==> config.mk <==
export PLATFORM = sky130hd
export DESIGN_NAME = data_mem_decoder
export DESIGN_NICKNAME = d
export VERILOG_FILES = /design/src/rtl/dmd_pkg.sv /design/src/rtl/dmd_ptr_regs.sv /design/src/rtl/dmd_resolve.sv /design/src/rtl/dmd_classify.sv /design/src/rtl/data_mem_decoder.sv
export SDC_FILE = /design/constraint.sdc
export NUM_CORES = 1
export LEC_CHECK = 0
export BUFFER_PORTS_ARGS = -buffer_cell sky130_fd_sc_hd__buf_2
export CORE_MARGIN = 2
export CORE_UTILIZATION = 35
export CTS_CLUSTER_DIAMETER = 120
export DETAILED_ROUTE_END_ITERATION = 10
export GPL_ROUTABILITY_DRIVEN = 0
export PLACE_DENSITY_LB_ADDON = 0.2
export SETUP_SLACK_MARGIN = 0.02
export SYNTH_ARGS = -nofsm -noshare
export SYNTH_HDL_FRONTEND = slang
export SYNTH_SLANG_ARGS = --single-unit
==> constraint.sdc <==
create_clock -name clk -period 3.63 [get_ports clk]
set_clock_uncertainty 0.1 [all_clocks]
set_input_delay 0.5445 -clock clk [delete_from_list [all_inputs] [get_ports clk]]
set_output_delay 0.5445 -clock clk [all_outputs]
set_load 0.05 [all_outputs]
==> src/rtl/dmd_pkg.sv <==
package dmd_pkg;

    typedef enum logic [2:0] {
        T_NONE,
        T_PTR0,
        T_PTR1,
        T_BANK,
        T_SFR,
        T_ECR,
        T_RAM,
        T_LCD
    } tgt_e;

    localparam logic [7:0] A_WIN0     = 8'h00;
    localparam logic [7:0] A_PTR0     = 8'h01;
    localparam logic [7:0] A_WIN1     = 8'h02;
    localparam logic [7:0] A_PTR1     = 8'h03;
    localparam logic [7:0] A_BANK     = 8'h04;
    localparam logic [7:0] A_ECR_BASE = 8'h20;
    localparam logic [7:0] A_RAM_BASE = 8'h40;

    typedef struct packed {
        logic       loop;
        logic       via1;
        logic [7:0] eaddr;
    } res_t;

    typedef struct packed {
        tgt_e       kind;
        logic [7:0] addr;
    } dec_t;

    function automatic logic [7:0] merge_bit(input logic [7:0] old,
                                             input logic [2:0] idx,
                                             input logic       set_not_clr);
        logic [7:0] mask;
        mask = 8'h01 << idx;
        return set_not_clr ? (old | mask) : (old & ~mask);
    endfunction

endpackage

==> src/rtl/dmd_ptr_regs.sv <==
module dmd_ptr_regs (
    input  logic       clk,
    input  logic       rst,
    input  logic       ld_ptr0,
    input  logic       ld_ptr1,
    input  logic       ld_bank,
    input  logic [7:0] din,
    output logic [7:0] ptr0_q,
    output logic [7:0] ptr1_q,
    output logic [7:0] bank_q
);
    always_ff @(posedge clk) begin
        if (rst) begin
            ptr0_q <= '0;
            ptr1_q <= '0;
            bank_q <= '0;
        end else begin
            if (ld_ptr0) ptr0_q <= din;
            if (ld_ptr1) ptr1_q <= din;
            if (ld_bank) bank_q <= din;
        end
    end
endmodule

==> src/rtl/dmd_resolve.sv <==
module dmd_resolve
    import dmd_pkg::*;
(
    input  logic [7:0] addr,
    input  logic [7:0] ptr0_q,
    input  logic [7:0] ptr1_q,
    output res_t       res
);
    always_comb begin
        res.via1  = 1'b0;
        res.loop  = 1'b0;
        res.eaddr = addr;
        if (addr == A_WIN0) begin
            res.eaddr = ptr0_q;
            res.loop  = (ptr0_q == A_WIN0) || (ptr0_q == A_WIN1);
        end else if (addr == A_WIN1) begin
            res.eaddr = ptr1_q;
            res.via1  = 1'b1;
            res.loop  = (ptr1_q == A_WIN0) || (ptr1_q == A_WIN1);
        end
    end
endmodule

==> src/rtl/dmd_classify.sv <==
module dmd_classify
    import dmd_pkg::*;
#(
    parameter int          NUM_SFR   = 12,
    parameter int          NUM_ECR   = 24,
    parameter int          NUM_BANKS = 6,
    parameter logic [7:0]  LCD_BANK  = 8'h1B,
    parameter int          BANK_W    = 3
) (
    input  res_t                res,
    input  logic [7:0]          bank_q,
    output dec_t                dec,
    output logic [BANK_W-1:0]   ram_bank
);
    localparam logic [7:0] SFR_END = 8'(NUM_SFR);
    localparam logic [7:0] ECR_END = 8'(32 + NUM_ECR);
    localparam logic [7:0] NB      = 8'(NUM_BANKS);

    always_comb begin
        dec.addr = res.eaddr;
        dec.kind = T_NONE;
        ram_bank = '0;
        if (res.loop) begin
            dec.kind = T_NONE;
        end else if (res.eaddr == A_PTR0) begin
            dec.kind = T_PTR0;
        end else if (res.eaddr == A_PTR1) begin
            dec.kind = T_PTR1;
        end else if (res.eaddr == A_BANK) begin
            dec.kind = T_BANK;
        end else if (res.eaddr < A_ECR_BASE) begin
            if (res.eaddr > A_BANK && res.eaddr < SFR_END) dec.kind = T_SFR;
        end else if (res.eaddr < A_RAM_BASE) begin
            if (res.eaddr < ECR_END) dec.kind = T_ECR;
        end else if (!res.via1) begin
            dec.kind = T_RAM;
        end else if (bank_q < NB) begin
            dec.kind = T_RAM;
            ram_bank = bank_q[BANK_W-1:0];
        end else if (bank_q == LCD_BANK) begin
            dec.kind = T_LCD;
        end
    end
endmodule

==> src/rtl/data_mem_decoder.sv <==
module data_mem_decoder
    import dmd_pkg::*;
#(
    parameter int          NUM_SFR   = 12,
    parameter int          NUM_ECR   = 24,
    parameter int          NUM_BANKS = 6,
    parameter logic [7:0]  LCD_BANK  = 8'h1B,
    parameter int          BANK_W    = $clog2(NUM_BANKS)
) (
    input  logic              clk,
    input  logic              rst,
    input  logic              rd,
    input  logic              wr,
    input  logic              bit_set,
    input  logic              bit_clr,
    input  logic [2:0]        bit_sel,
    input  logic [7:0]        addr,
    input  logic [7:0]        wdata,
    output logic [7:0]        rdata,
    input  logic [7:0]        sfr_rdata,
    input  logic [7:0]        ecr_rdata,
    input  logic [7:0]        ram_rdata,
    input  logic [7:0]        lcd_rdata,
    output logic              sfr_sel,
    output logic              ecr_sel,
    output logic              ram_sel,
    output logic              lcd_sel,
    output logic [7:0]        tgt_addr,
    output logic [BANK_W-1:0] ram_bank,
    output logic              tgt_we,
    output logic [7:0]        tgt_wdata
);
    logic [7:0]        ptr0_q, ptr1_q, bank_q;
    res_t              res;
    dec_t              dec;
    logic [BANK_W-1:0] bank_dec;
    logic              access, modify, writing, external;
    logic [7:0]        cur_val, new_val;

    assign modify  = bit_set | bit_clr;
    assign writing = wr | modify;
    assign access  = rd | writing;

    dmd_resolve u_resolve (
        .addr   (addr),
        .ptr0_q (ptr0_q),
        .ptr1_q (ptr1_q),
        .res    (res)
    );

    dmd_classify #(
        .NUM_SFR   (NUM_SFR),
        .NUM_ECR   (NUM_ECR),
        .NUM_BANKS (NUM_BANKS),
        .LCD_BANK  (LCD_BANK),
        .BANK_W    (BANK_W)
    ) u_classify (
        .res      (res),
        .bank_q   (bank_q),
        .dec      (dec),
        .ram_bank (bank_dec)
    );

    always_comb begin
        unique case (dec.kind)
            T_PTR0:  cur_val = ptr0_q;
            T_PTR1:  cur_val = ptr1_q;
            T_BANK:  cur_val = bank_q;
            T_SFR:   cur_val = sfr_rdata;
            T_ECR:   cur_val = ecr_rdata;
            T_RAM:   cur_val = ram_rdata;
            T_LCD:   cur_val = lcd_rdata;
            default: cur_val = '0;
        endcase
    end

    always_comb begin
        if (modify) new_val = merge_bit(cur_val, bit_sel, bit_set);
        else        new_val = wdata;
    end

    assign sfr_sel   = access && dec.kind == T_SFR;
    assign ecr_sel   = access && dec.kind == T_ECR;
    assign ram_sel   = access && dec.kind == T_RAM;
    assign lcd_sel   = access && dec.kind == T_LCD;
    assign external  = sfr_sel | ecr_sel | ram_sel | lcd_sel;
    assign tgt_we    = writing && external;
    assign tgt_wdata = new_val;
    assign tgt_addr  = dec.addr;
    assign ram_bank  = ram_sel ? bank_dec : '0;
    assign rdata     = access ? cur_val : '0;

    dmd_ptr_regs u_ptrs (
        .clk     (clk),
        .rst     (rst),
        .ld_ptr0 (writing && dec.kind == T_PTR0),
        .ld_ptr1 (writing && dec.kind == T_PTR1),
        .ld_bank (writing && dec.kind == T_BANK),
        .din     (new_val),
        .ptr0_q  (ptr0_q),
        .ptr1_q  (ptr1_q),
        .bank_q  (bank_q)
    );
endmodule

## After elaboration in Yosys (flattened, before gate mapping)

Cells that the tools add are included.

| cells by class | value |
|---|---|
| magnitude comparators | 6 |
| equal/unequal tests | 14 |
| shifts and indexed selects | 1 |
| mux-type cells | 28 |
| bitwise gates (word level) | 9 |
| reduce and logical (&&, ||, !) cells | 14 |

Operators with widths:

| kind | count |
|---|---|
| 3-bit 2-to-1 mux | 20 |
| 8-bit case mux with 7 select lines | 1 |
| 8-bit by 2-bit equality test with 1-bit output (second input constant) | 4 |
| 8-bit 2-to-1 mux | 4 |
| 8-bit logical NOT | 3 |
| 8-bit by 6-bit < comparator with 1-bit output (second input constant) | 2 |
| 3-bit equality test (second input constant) | 4 |
| 10-bit 2-to-1 mux | 1 |
| 1-bit logical AND | 9 |
| 8-bit bitwise AND | 1 |
| 8-bit by 1-bit equality test with 1-bit output (second input constant) | 1 |
| 8-bit by 3-bit equality test with 1-bit output (second input constant) | 1 |
| 8-bit by 5-bit equality test with 1-bit output (second input constant) | 1 |
| 8-bit by 3-bit greater-than comparator with 1-bit output (second input constant) | 1 |
| 8-bit by 3-bit < comparator with 1-bit output (second input constant) | 1 |
| 8-bit by 4-bit < comparator with 1-bit output (second input constant) | 1 |
| 8-bit by 7-bit < comparator with 1-bit output (second input constant) | 1 |
| 8-bit NOT | 1 |
| 8-bit OR | 1 |
| 1-bit by 3-bit left shift with 8-bit output (first input constant) | 1 |
| 3-bit by 2-bit equality test with 1-bit output (second input constant) | 2 |
| 1-bit OR | 6 |
| 3-bit by 1-bit equality test with 1-bit output (second input constant) | 1 |
| 1-bit logical OR | 2 |
| 1-bit 2-to-1 mux | 2 |

| storage, ports and cells | value |
|---|---|
| flip-flop bits (word level) | 24 |
| input port bits | 57 |
| output and inout bits | 32 |

## Depth between registers and ports, before layout

Gate-level depths: netlist of run 1.

| logic depth | value |
|---|---|
| depth in word-level cells | 18 |
| gate-level depth with buffers | 12 |
| mapped depth without buffers | 9 |

## Hierarchy

Synthesis of run 1 repeated with hierarchy kept, for this count alone.

| unflattened totals | value |
|---|---|
| cells, all modules | 285 |
| area total of the unflattened synthesis | 2,244.7 um2 |

Modules (own cells, without submodules):

| module | instances | cells each | area each (um2) |
|---|---|---|---|
| dmd_ptr_regs | 1 | 77 | 859.6 |
| data_mem_decoder | 1 | 123 | 837.1 |
| dmd_classify | 1 | 41 | 287.8 |
| dmd_resolve | 1 | 44 | 260.2 |

## Least setup slack after synthesis of run 1

Ideal clock, no wire load.

| path | value |
|---|---|
| kind | input -> output |
| start | input port addr[4] |
| end | output port sfr_sel |
| arrival | 3.951 ns |
| data required time | 2.985 ns |
| setup slack | -0.965 ns |
| cell stages on the path | 8 |
| buffers on the path | 1 |
| path through | nor3_2 a41o_1 a21oi_1 and3_1 clkbuf_1 nor3_4 nand2_2 nor4_1 |

| on the way | value |
|---|---|
| word-level cells in the longest chain between the ends | 13 |
| elaborated cells between the ends (all ways) | 26 |

Ends and longest elaborated chain:

| item | RTL line | text |
|---|---|---|
| from (decl) | data_mem_decoder.sv:17 | `input logic [7:0] addr,` |
| 8-bit by 2-bit equality test with 1-bit output | dmd_resolve.sv:16 | `end else if (addr == A_WIN1) begin` |
| 10-bit 2-to-1 mux | dmd_resolve.sv:16 |  |
| 8-bit 2-to-1 mux (*) | dmd_resolve.sv:13 | `if (addr == A_WIN0) begin` |
| via tgt_addr[4] | data_mem_decoder.sv:28 | `output logic [7:0] tgt_addr,` |
| 8-bit by 6-bit < comparator with 1-bit output, or another cell as far along | dmd_classify.sv:34 | `if (res.eaddr < ECR_END) dec.kind = T_ECR;` |
| 3-bit 2-to-1 mux / 1-bit logical AND (equally long branches) | dmd_classify.sv:34, dmd_classify.sv:32 |  |
| 3-bit 2-to-1 mux (on tied branches) | dmd_classify.sv:33, dmd_classify.sv:32 |  |
| 3-bit 2-to-1 mux | dmd_classify.sv:31 | `end else if (res.eaddr < A_ECR_BASE) begin` |
| 3-bit 2-to-1 mux | dmd_classify.sv:29 | `end else if (res.eaddr == A_BANK) begin` |
| 3-bit 2-to-1 mux | dmd_classify.sv:27 | `end else if (res.eaddr == A_PTR1) begin` |
| 3-bit 2-to-1 mux (*) | dmd_classify.sv:25 | `end else if (res.eaddr == A_PTR0) begin` |
| 3-bit 2-to-1 mux (*) | dmd_classify.sv:23 | `if (res.loop) begin` |
| 3-bit equality test (*) | data_mem_decoder.sv:82 | `assign sfr_sel = access && dec.kind == T_SFR;` |
| 1-bit logical AND (*) | data_mem_decoder.sv:82 |  |
| to (decl) | data_mem_decoder.sv:24 | `output logic sfr_sel,` |

The timed path passes the listed nets; every way through them passes the cells marked *.

## Final worst setup path of run 1

| path | value |
|---|---|
| start | input port addr[7] |
| end | output port tgt_wdata[3] |

| on the way | value |
|---|---|
| word-level cells in the longest chain between the ends | 16 |
| elaborated cells between the ends (all ways) | 36 |

Ends and longest elaborated chain:

| item | RTL line | text |
|---|---|---|
| 8-bit by 2-bit equality test with 1-bit output | dmd_resolve.sv:16 |  |
| 10-bit 2-to-1 mux | dmd_resolve.sv:16 |  |
| 8-bit 2-to-1 mux | dmd_resolve.sv:13 |  |
| 8-bit by 6-bit < comparator with 1-bit output, or another cell as far along | dmd_classify.sv:34 |  |
| 3-bit 2-to-1 mux / 1-bit logical AND (equally long branches) | dmd_classify.sv:34, dmd_classify.sv:32 |  |
| 3-bit 2-to-1 mux (on tied branches) | dmd_classify.sv:33, dmd_classify.sv:32 |  |
| 3-bit 2-to-1 mux | dmd_classify.sv:31 |  |
| 3-bit 2-to-1 mux | dmd_classify.sv:29 |  |
| 3-bit 2-to-1 mux | dmd_classify.sv:27 |  |
| 3-bit 2-to-1 mux | dmd_classify.sv:25 |  |
| 3-bit 2-to-1 mux (*) | dmd_classify.sv:23 |  |
| 3-bit equality test, or another cell as far along | data_mem_decoder.sv:65 | `unique case (dec.kind)` |
| 8-bit case mux with 7 select lines (*) | data_mem_decoder.sv:65 |  |
| 8-bit bitwise AND / 8-bit OR (equally long branches) | dmd_pkg.sv:38 | `return set_not_clr ? (old \| mask) : (old & ~mask);` |
| 8-bit 2-to-1 mux (*) | dmd_pkg.sv:38 |  |
| 8-bit 2-to-1 mux (*) | data_mem_decoder.sv:78 | `if (modify) new_val = merge_bit(cur_val, bit_sel, bit_set);` |
| to (decl) | data_mem_decoder.sv:31 | `output logic [7:0] tgt_wdata` |

Mark *: on every way between the ends. The rest lies on a longest branch, timed or not.

==> results.yml, run 1 <==
power_and_ir_drop:
  power_density_mw_per_mm2: 214
  power.leakage_uw: 0.00179
  vdd_drop_max_mv: 0.186
critical_path:
  critPathLaunchType: "input port"
  worstPathRequired_ps: 2990
  reg2regPathDepth: 12
  crit_path_end_kind: "output port"
  r2r_end: "u_ptrs.ptr1_q[1]"
  critPathMaxFanout: 8
  reg2reg_from: "u_ptrs.ptr1_q[4]"
  arrival_ps: 3050
  reg2reg_slack_ps: 500
  critPathKind: "in -> out"
synth:
  synth_common_cells: "nor2_1, dfxtp_1, inv_1, a21oi_1, mux2i_1"
  synthTopCellsByArea: "dfxtp_1, nor2_1, mux2i_1"
  yosys.area.top_type: "dfxtp_1"
  syn_area_mm2: 0.00258
  synth.net_count: 379
  synth_edf_count: 0
  synth_top_area_share_pct: 18.6
  synthFlopType: "dfxtp_1"
  ys_ff_latch: 24
  synth_most_common_cell: "nor2_1"
  yosys_warnings: 0
  async_reset_ff_share_pct: 0
  ys_seq_area_share_pct: 18.6
  avgSynthCellArea_um2: 8.02
  netlist-cell-type-count: 80
  syn_inst: 322
status:
  outcome: "finished, violations left"
  violations: "setup timing"
clock_network:
  cts_tree: "yes"
  root_buffer: "clkbuf_8"
  postCtsHoldBufs: 0
  cts_buffer_depth: 2
  clk_latency_ps: 260
  clkSlewWorstSetupHoldPaths_ps: 80
  cts_max_level: 1
  cts_inserted_buffers: 3
  cts_sinks: 24
detailed_routing:
  routedWlPerCell_um: 17.3
  postRouteAntennaNets: 0
  vias: 3347
  first_iter_violations: 287
  wl_um: 10300
  viasPerCell: 5.63
  firstDrtPassIters: 5
  drc: 0
die:
  boundaryPins: 89
  initial_utilization_pct: 35.8
  row_count: 31
  die_h_um: 89.9
  die_area_mm2: 0.00808
  core_region_area_mm2: 0.00721
  fp.dieW_um: 89.9
grt:
  grt_pass1_vias: 3016
  grt_max_degree: 25
  grt-ovfl-total: 0
  grt_pass1_wl_um: 15400
  antenna_found_initial: 0
  grt.total_usage_pct: 23.1
sta:
  final_max_slew_viol_count: 0
  finalSetupViolations: 3
  hold_viol_final: 0
  fin_crit_sh_pct: 102
  fin_ws_ps: -66.8
  rsz0062_at_grt: "yes"
  slew_headroom_pct: 56.5
  max_freq_ghz: 0.271
  layout_min_cycle_time_ps: 3700
  tightest_slew_ps: 651
  hold_slack_ps: 437
placed_design:
  hpwl_um: 7770
  port_buffers: 88
  place_ws_ps: -299
hold_path:
  holdPathEnd: "u_ptrs.bank_q[7]"
  hold_depth: 2
  hold_path_class: "reg -> reg"
  min-delay-start: "u_ptrs.bank_q[7]"
cells_and_area:
  antenna_cells: 0
  layout-drive-gt1-share_pct: 56.8
  fin_nets: 553
  area_growth_syn_to_layout_pct: 72.1
run:
  drv_cap: 0
==> cell families after synthesis <==
group	count (synthesis)	synth area share [%]
buffers and inverters	33	5.47
and+or+nand+nor	124	27.5
muxes	20	8.19
xor gates and xnor gates	1	0.339
AOI/OAI and AO/OA	120	39.9
DFF	24	18.6
==> layer usage <==
metal | up-vias | part of all wire, % | track usage, %
met2 | 119 | 47 | 36.7
met5 | - | 0 | 0
met4 | 0 | 1.7 | 5.77
li1 | 1618 | - | -
met1 | 1595 | 46 | 33.9
met3 | 15 | 5.6 | 2.10
==> flip-flops by register name, summed over array words and instances, names as in the netlist <==
name           count
u_ptrs.bank_q      8
u_ptrs.ptr1_q      8
u_ptrs.ptr0_q      8
==> through the flow <==
stage	setup TNS, ps	power [uW]	cells	util, %	area [um2]
floorplan	-610	528	322	-	2730
global placement	-2380	684	568	52.0	3750
CTS	-15.3	910	584	57.0	4110
detailed placement	-3200	685	568	52.0	3750
global route	-1140	990	594	61.6	4440
finish	-164	949	594	61.6	4440
==> layout by cell type, fill, tap and decap left out, types with 6 or more instances in the layout <==
cell type | Yosys | final
inv_1 | 18 | 18
a21oi_2 | 2 | 6
buf_2 | 5 | 61
a211oi_1 | 11 | 11
nor2_1 | 51 | 48
o211ai_1 | 7 | 7
buf_4 | 1 | 91
nand3_1 | 7 | 7
a21oi_1 | 16 | 10
mux2i_1 | 14 | 12
buf_6 | 1 | 25
dfxtp_1 | 24 | 24
==> worst max-delay path by stage <==
stage                    to    start  cells after the start
2_1_floorplan   ram_bank[0]  addr[0]                      9
3_3_place_gp       rdata[0]  addr[1]                     11
6_report       tgt_wdata[3]  addr[7]                     14
5_1_grt        tgt_wdata[3]  addr[7]                     14
3_5_place_dp   tgt_wdata[2]  addr[0]                     12
4_1_cts            rdata[0]  addr[2]                     14
==> critical path, stage by stage <==
cell       delay (ps)
buf_2             130
nor3_2            170
buf_4             190
and3_4            220
o32ai_4           110
buf_4             170
a2bb2oi_2         290
buf_4             240
a2111oi_4          50
o211ai_1          370
a31oi_1           190
a21oi_2           170
inv_1              70
buf_6             150
==> power breakdown <==
group / switching, uW / internal, uW
clock: 79.7 / 96.7
sequential: 1.16 / 264
combinational: 290 / 218
==> repair_timing <==
item / 4_1_cts / 5_1_grt
gates cloned: 0 / 0
setup buffers: 12 / 10
hold endpoints to repair: 0 / 0
gates resized for setup: 61 / 51
endpoints found under the setup margin: 20 / 20
pin swaps: 23 / 29
==> area by class of cell <==
cell class,instances,area (um2)
flip-flops and latches,24,480
inverters,18,67.6
multi-input cells,265,2340
fillers,636,2770
well taps,99,124
clock buffers,4,55.1
repair buffers,184,1370
(Power assumes the default switching activity.)
==> run 2: changes to the inputs <==
--- a/config.mk
+++ b/config.mk
@@ -6,7 +6,7 @@
 export NUM_CORES = 1
 export LEC_CHECK = 0
 export BUFFER_PORTS_ARGS = -buffer_cell sky130_fd_sc_hd__buf_2
-export CORE_MARGIN = 2
+export CORE_MARGIN = 4
 export CORE_UTILIZATION = 35
 export CTS_CLUSTER_DIAMETER = 120
 export DETAILED_ROUTE_END_ITERATION = 10
@@ -15,4 +15,5 @@
 export SETUP_SLACK_MARGIN = 0.02
 export SYNTH_ARGS = -nofsm -noshare
 export SYNTH_HDL_FRONTEND = slang
+export SYNTH_HIERARCHICAL = 1
 export SYNTH_SLANG_ARGS = --single-unit
==> results.yml, run 2 <==
die:
  row_count: 28
  core_region_area_mm2: 0.00606
  initial_utilization_pct: 37.0
  die_area_mm2: 0.00776
  die_h_um: 88.1
  boundaryPins: 89
  fp.dieW_um: 88.1
synth:
  ys_ff_latch: 24
  ys_seq_area_share_pct: 21.4
  synth_common_cells: "mux2i_1, nor2_1, a21oi_1, dfxtp_1, nand2_1"
  synth_xor_xnor_area_share_pct: 0.390
  synthSimpleGateAreaFrac_pct: 27.3
  synth_compound_area_share_pct: 19.5
  synth_top_family_by_area: "simple AND/OR/NAND/NOR gates"
  synth_top_area_share_pct: 21.4
  yosys_warnings: 6
  synth_most_common_cell: "mux2i_1"
  synth-adder-area-share_pct: 0
  synth_edf_count: 0
  synth.net_count: 342
  yosys-mux-area-fraction_pct: 22.0
  syn_inst: 285
  synthTopCellsByArea: "dfxtp_1, mux2i_1, nor2_1"
  synthFlopType: "dfxtp_1"
  netlist-cell-type-count: 47
  yosys.area.top_type: "dfxtp_1"
  avgSynthCellArea_um2: 7.88
  syn_area_mm2: 0.00224
  async_reset_ff_share_pct: 0
detailed_routing:
  firstDrtPassIters: 4
  wl_um: 8960
  first_iter_violations: 116
  postRouteAntennaNets: 0
  vias: 2839
  drc: 0
  routedWlPerCell_um: 17.6
  viasPerCell: 5.57
placed_design:
  place_area_mm2: 0.00354
  port_buffers: 88
  hpwl_um: 6920
  dp.cells: 494
  place_ws_ps: -620
cells_and_area:
  instances_no_fill: 510
  antenna_cells: 0
  layout-drive-gt1-share_pct: 59.3
  area_growth_syn_to_layout_pct: 86.5
  nFillCells: 485
  design_area_mm2: 0.00419
  final_common_cell: "buf_4"
  top_regs: "u_ptrs/bank_q: 8 flops, u_ptrs/ptr0_q: 8 flops, u_ptrs/ptr1_q: 8 flops"
  layout_common_cells: "buf_4, buf_2, mux2i_1, nor2_1, buf_6"
  fin_nets: 493
sta:
  final_max_slew_viol_count: 0
  rsz0062_at_grt: "yes"
  hold_viol_final: 0
  fin_crit_sh_pct: 116
  tightest_slew_ps: 991
  fin_ws_ps: -590
  max_freq_ghz: 0.237
  layout_min_cycle_time_ps: 4220
  hold_slack_ps: 437
  slew_headroom_pct: 33.4
  finalSetupViolations: 35
run:
  drv_cap: 0
grt:
  grt-ovfl-total: 0
  grt.total_usage_pct: 22.3
  grt_max_degree: 25
  antenna_found_initial: 0
  grt_pass1_vias: 2818
  grt_pass1_wl_um: 13600
power_and_ir_drop:
  power_uw: 1110
  seq_power_share_pct: 24.5
  pwr-share-clk_pct: 20.8
  vdd_drop_max_mv: 0.337
  power.leakage_uw: 0.00178
  p_comb_share_pct: 54.8
  switchingPower_uw: 421
  p_sw_share_pct: 38.0
  power_density_mw_per_mm2: 265
  internal-power_uw: 686
clock_network:
  cts_buffer_depth: 2
  cts_max_level: 1
  postCtsHoldBufs: 0
  cts_inserted_buffers: 3
  cts_sinks: 24
  clk_latency_ps: 270
  root_buffer: "clkbuf_8"
  clkSlewWorstSetupHoldPaths_ps: 80
  cts_tree: "yes"
status:
  outcome: "finished, violations left"
  violations: "setup timing"
critical_path:
  reg2reg_from: "u_ptrs/ptr1_q[3]"
  worstPathRequired_ps: 2990
  critPathLaunchType: "input port"
  cp_slowest_cell: "or4_4"
  crit_path_end_kind: "output port"
  reg2reg_slack_ps: 210
  critPathKind: "in -> out"
  cp-startpoint: "addr[2]"
  arrival_ps: 3580
  critPathMaxStageDelay_ps: 550
  path_cells: "buf_6 -> or4_4 -> nor3_4 -> buf_4 -> a21oi_2 -> buf_4 -> xnor2_1 -> o211ai_1 -> and4_4 -> buf_12 -> mux2i_1 -> nor2_1 -> a311oi_4 -> o221ai_4 -> buf_6"
  critPathMaxFanout: 12
hold_path:
  hold_path_class: "reg -> reg"
  min-delay-start: "u_ptrs/bank_q[5]"
-- run 2: cells by family (layout without fill, tap and decap cells) --
kind of cell,after synthesis,in the layout
flip-flops,24,24
XOR/XNOR,1,1
multiplexers,49,49
AO/OA/AOI/OAI,66,66
buffers and inverters,31,181
AND/OR/NAND/NOR,114,114
-- run 2: stage by stage --
step | utilization [%] | setup TNS [ps]
CTS | 65.2 | -7610
floorplan | - | -4650
finish | 69.1 | -11590
global route | 69.1 | -16410
detailed placement | 58.3 | -16830
global placement | 58.3 | -13330
-- run 2: routing by layer --
metal | part of all wire [%] | routed length [um] | track usage (%) | vias up
met5 | 0 | 0 | 0 | -
met4 | 2.6 | 237 | 5.63 | 0
met3 | 6.1 | 547 | 2.92 | 16
met2 | 49 | 4430 | 38.6 | 100
met1 | 42 | 3750 | 29.1 | 1366
li1 | - | - | - | 1357
-- run 2: final timing paths --
kind                                          to  cells after the start
worst min-delay path            u_ptrs/bank_q[5]                      2
worst max-delay path                tgt_wdata[7]                     15
worst max register to register  u_ptrs/ptr0_q[4]                     14
worst min register to register  u_ptrs/bank_q[5]                      2
-- run 2: critical path: cells and delay by family --
family,cells,cell delay (ps)
multiplexers,1,220
buffers and inverters,5,720
AND/OR/NAND/NOR,4,1100
AO/OA/AOI/OAI,4,850
XOR/XNOR,1,120
-- run 2: final cells by class --
class	instances	area (um2)	share of cell area, %
Sequential cell	24	480	11.5
Tap cell	75	93.8	2.24
Timing Repair Buffer	169	1350	32.2
Inverter	8	30.0	0.717
Clock inverter	1	30.0	0.717
Multi-Input combinational cell	230	2160	51.7
Clock buffer	3	41.3	0.986
-- run 2: power by group through the flow --
stage | Combinational, uW | Sequential [uW] | Clock [uW]
4_1_cts | 562 | 271 | 239
2_1_floorplan | 335 | 276 | 0
3_5_place_dp | 493 | 277 | 0
5_1_grt | 638 | 271 | 253
3_3_place_gp | 490 | 277 | 0
6_report | 607 | 271 | 230
-- run 2: timing repair --
action | 4_1_cts | 5_1_grt
setup buffers | 5 | 7
cloned | 1 | 1
endpoints found under the setup margin | 32 | 46
pin swaps | 11 | 16
gates resized for setup | 73 | 39
==> run 3: changes to the inputs <==
--- a/config.mk
+++ b/config.mk
@@ -7,11 +7,11 @@
 export LEC_CHECK = 0
 export BUFFER_PORTS_ARGS = -buffer_cell sky130_fd_sc_hd__buf_2
 export CORE_MARGIN = 4
-export CORE_UTILIZATION = 35
+export CORE_UTILIZATION = 49
 export CTS_CLUSTER_DIAMETER = 120
 export DETAILED_ROUTE_END_ITERATION = 10
 export GPL_ROUTABILITY_DRIVEN = 0
-export PLACE_DENSITY_LB_ADDON = 0.2
+export PLACE_DENSITY = 0.81
 export SETUP_SLACK_MARGIN = 0.02
 export SYNTH_ARGS = -nofsm -noshare
 export SYNTH_HDL_FRONTEND = slang
==> results.yml, run 3 <==
status:
  outcome: "aborted with a tool error"
  haltStage: "global routing"
  error_line: "[ERROR GRT-0232] Routing congestion too high. Check the congestion heatmap in the GUI."
grt:
  grt.total_usage_pct: 65.9
  grt-ovfl-total: 1
  grt_max_degree: 25
synth:
  synthFlopType: "dfxtp_1"
  synth_most_common_cell: "mux2i_1"
  ys_ff_latch: 24
  synthTopCellsByArea: "dfxtp_1, mux2i_1, nor2_1"
  synth.net_count: 342
  ys_seq_area_share_pct: 21.4
  async_reset_ff_share_pct: 0
  synth_common_cells: "mux2i_1, nor2_1, a21oi_1, dfxtp_1, nand2_1"
  yosys.area.top_type: "dfxtp_1"
  syn_area_mm2: 0.00224
  netlist-cell-type-count: 47
  avgSynthCellArea_um2: 7.88
  synth_top_area_share_pct: 21.4
  synth_edf_count: 0
  syn_inst: 285
  yosys_warnings: 6
clock_network:
  root_buffer: "clkbuf_8"
  cts_sinks: 24
  cts_max_level: 1
  cts_buffer_depth: 2
  postCtsHoldBufs: 0
  cts_inserted_buffers: 3
sta:
  worst-endpoint-pin-kind: "primary output"
  grt-worst-endpoint: "rdata[4]"
die:
  fp.dieW_um: 75.7
  die_h_um: 75.7
  boundaryPins: 89
  initial_utilization_pct: 51.2
  row_count: 24
placed_design:
  hpwl_um: 7190
  port_buffers: 88
## run 3: cells by family after synthesis
family | synth area share, %
flip-flops | 21.4
AND/OR/NAND/NOR | 27.3
XOR/XNOR | 0.390
buffers and inverters | 9.42
AO/OA/AOI/OAI | 19.5
multiplexers | 22.0
## run 3: metal layers
layer	GRT overflow	track usage (%)
met4	1	65.0
met1	0	62.6
met3	0	54.9
met5	0	25.0
met2	0	82.6
## run 3: stage by stage
stage | area (um2) | TNS (ps) | hold slack (ps) | std cells | setup WS, ps
4_1_cts | 3940 | -11900 | 455 | 477 | -637
3_5_place_dp | 3510 | -22880 | 425 | 468 | -795
3_3_place_gp | 3510 | -17130 | 410 | 468 | -661
2_1_floorplan | 2650 | -4650 | 370 | 285 | -245
## run 3: what timing repair did
action | 4_1_cts
endpoints found under the setup margin | 46
buffers inserted | 4
gates cloned | 1
resized for setup | 80
pin swaps | 12
==> run 4: changes to the inputs <==
--- a/config.mk
+++ b/config.mk
@@ -7,12 +7,10 @@
 export LEC_CHECK = 0
 export BUFFER_PORTS_ARGS = -buffer_cell sky130_fd_sc_hd__buf_2
 export CORE_MARGIN = 4
-export CORE_UTILIZATION = 49
-export CTS_CLUSTER_DIAMETER = 120
+export CORE_UTILIZATION = 40
 export DETAILED_ROUTE_END_ITERATION = 10
 export GPL_ROUTABILITY_DRIVEN = 0
-export PLACE_DENSITY = 0.81
-export SETUP_SLACK_MARGIN = 0.02
+export PLACE_DENSITY_LB_ADDON = 0.15
 export SYNTH_ARGS = -nofsm -noshare
 export SYNTH_HDL_FRONTEND = slang
 export SYNTH_HIERARCHICAL = 1
==> results.yml, run 4 (synthesis results as in run 2) <==
status:
  outcome: "finished, violations left"
  violations: "setup timing"
sta:
  tightest_slew_ps: 757
  fin_ws_ps: -817
  tns_ps: -21140
  slew_headroom_pct: 49.1
  rsz0062_at_grt: "yes"
  final_max_slew_viol_count: 0
  max_freq_ghz: 0.225
  layout_min_cycle_time_ps: 4450
  fin_crit_sh_pct: 123
  hold_viol_final: 0
  hold_slack_ps: 459
  finalSetupViolations: 48
clock_network:
  clkSlewWorstSetupHoldPaths_ps: 80
  root_buffer: "clkbuf_8"
  cts_inserted_buffers: 3
  cts_max_level: 1
  clk_latency_ps: 270
  cts_buffer_depth: 2
  cts_sinks: 24
  cts_tree: "yes"
  postCtsHoldBufs: 0
power_and_ir_drop:
  seq_power_share_pct: 23.6
  switchingPower_uw: 449
  vdd_drop_max_mv: 0.251
  power.leakage_uw: 0.00185
  power_density_mw_per_mm2: 267
  pwr-share-clk_pct: 20.8
  internal-power_uw: 698
  p_sw_share_pct: 39.1
  p_comb_share_pct: 55.6
die:
  fp.dieW_um: 82.9
  row_count: 27
  core_region_area_mm2: 0.00547
  die_h_um: 82.9
  die_area_mm2: 0.00687
  initial_utilization_pct: 41.0
  boundaryPins: 89
critical_path:
  cp_common_cell: "buf_6"
  reg2reg_slack_ps: -20
  cp_slowest_cell: "or4_4"
  path_cells: "buf_6 -> or4_4 -> nor3_4 -> buf_6 -> a21oi_4 -> buf_6 -> o21ai_4 -> o21bai_1 -> and4_4 -> buf_12 -> buf_16 -> mux2i_4 -> nor2_4 -> a311oi_4 -> buf_4 -> nor2_4 -> buf_6"
  r2r_end: "u_ptrs/bank_q[6]"
  reg2regPathDepth: 16
  critPathKind: "in -> out"
  cp_num_buf_inv: 7
  reg2reg_from: "u_ptrs/ptr1_q[3]"
  crit_family: "simple AND/OR/NAND/NOR gates"
  critPathLaunchType: "input port"
  worstPathRequired_ps: 2990
  critPathMaxStageDelay_ps: 560
  arrival_ps: 3800
  crit_path_end_kind: "output port"
  critPathMaxFanout: 5
detailed_routing:
  postRouteAntennaNets: 0
  wl_um: 10600
  first_iter_violations: 259
  vias: 3105
  firstDrtPassIters: 5
  viasPerCell: 5.98
  routedWlPerCell_um: 20.4
  drc: 0
cells_and_area:
  antenna_cells: 0
  layout-drive-gt1-share_pct: 58.6
  top_regs: "u_ptrs/bank_q: 8 flops, u_ptrs/ptr0_q: 8 flops, u_ptrs/ptr1_q: 8 flops"
  area_growth_syn_to_layout_pct: 91.5
  final_util_pct: 78.6
  final_common_cell: "buf_4"
  nFillCells: 351
  fin_nets: 505
  layout_common_cells: "buf_4, buf_2, mux2i_1, buf_6, nor2_1"
placed_design:
  hpwl_um: 6970
  port_buffers: 88
  place_ws_ps: -696
run:
  drv_cap: 0
grt:
  grt_pass1_vias: 2943
  antenna_found_initial: 0
  grt_max_degree: 25
  grt.total_usage_pct: 26.9
  grt_pass1_wl_um: 15200
  grt-ovfl-total: 0
hold_path:
  holdPathEnd: "u_ptrs/bank_q[5]"
  min-delay-start: "u_ptrs/bank_q[5]"
  hold_depth: 2
  hold_path_class: "reg -> reg"
run 4: per-stage QoR:
step	area, um2	power, uW	cells
final	4300	1150	519
after global routing	4300	1180	519
after CTS	4100	1100	511
after detailed placement	3550	774	495
after global placement	3550	771	495
after floorplan	2650	610	285
run 4: repair_timing:
item | in CTS | in global routing
endpoints found under the setup margin | 38 | 48
buffers inserted | 11 | 8
gates resized for setup | 86 | 30
pin swaps | 21 | 16
cloned | 2 | 0
run 4: worst min-delay path: stages (launching register included):
cell,delay [ps]
dfxtp_1,340
mux2i_1,130
nor2_1,60
run 4: how the worst max path moves through the flow:
stage | slack, ps | endpoint | from | cells after the start
after detailed placement | -700 | rdata[7] | addr[2] | 16
after CTS | -630 | tgt_wdata[7] | addr[2] | 15
after global routing | -870 | rdata[3] | addr[2] | 17
final | -820 | rdata[7] | addr[2] | 17
after floorplan | -240 | tgt_wdata[0] | addr[2] | 12
after global placement | -660 | tgt_wdata[0] | addr[2] | 15
run 4: power groups by stage:
stage	Clock [uW]	Combinational [uW]	Sequential (uW)
floorplan	0	335	276
global placement	0	494	277
detailed placement	0	497	277
CTS	239	587	271
global route	247	662	271
finish	238	637	271
run 4: final cells by class:
type	instances	area (um2)	area share, %
multi-input cells	230	2150	49.9
repair buffers	181	1480	34.4
flip-flops and latches	24	480	11.2
well taps	72	90.1	2.10
clock buffers	3	41.3	0.960
clock inverters	1	30.0	0.698
inverters	8	30.0	0.698
run 4: routing by layer:
metal | GRT usage [%] | routed length (um) | vias up
met5 | 0 | 0 | -
li1 | - | - | 1380
met4 | 9.81 | 568 | 0
met1 | 34.1 | 4090 | 1437
met3 | 3.97 | 899 | 51
met2 | 46.2 | 5020 | 237
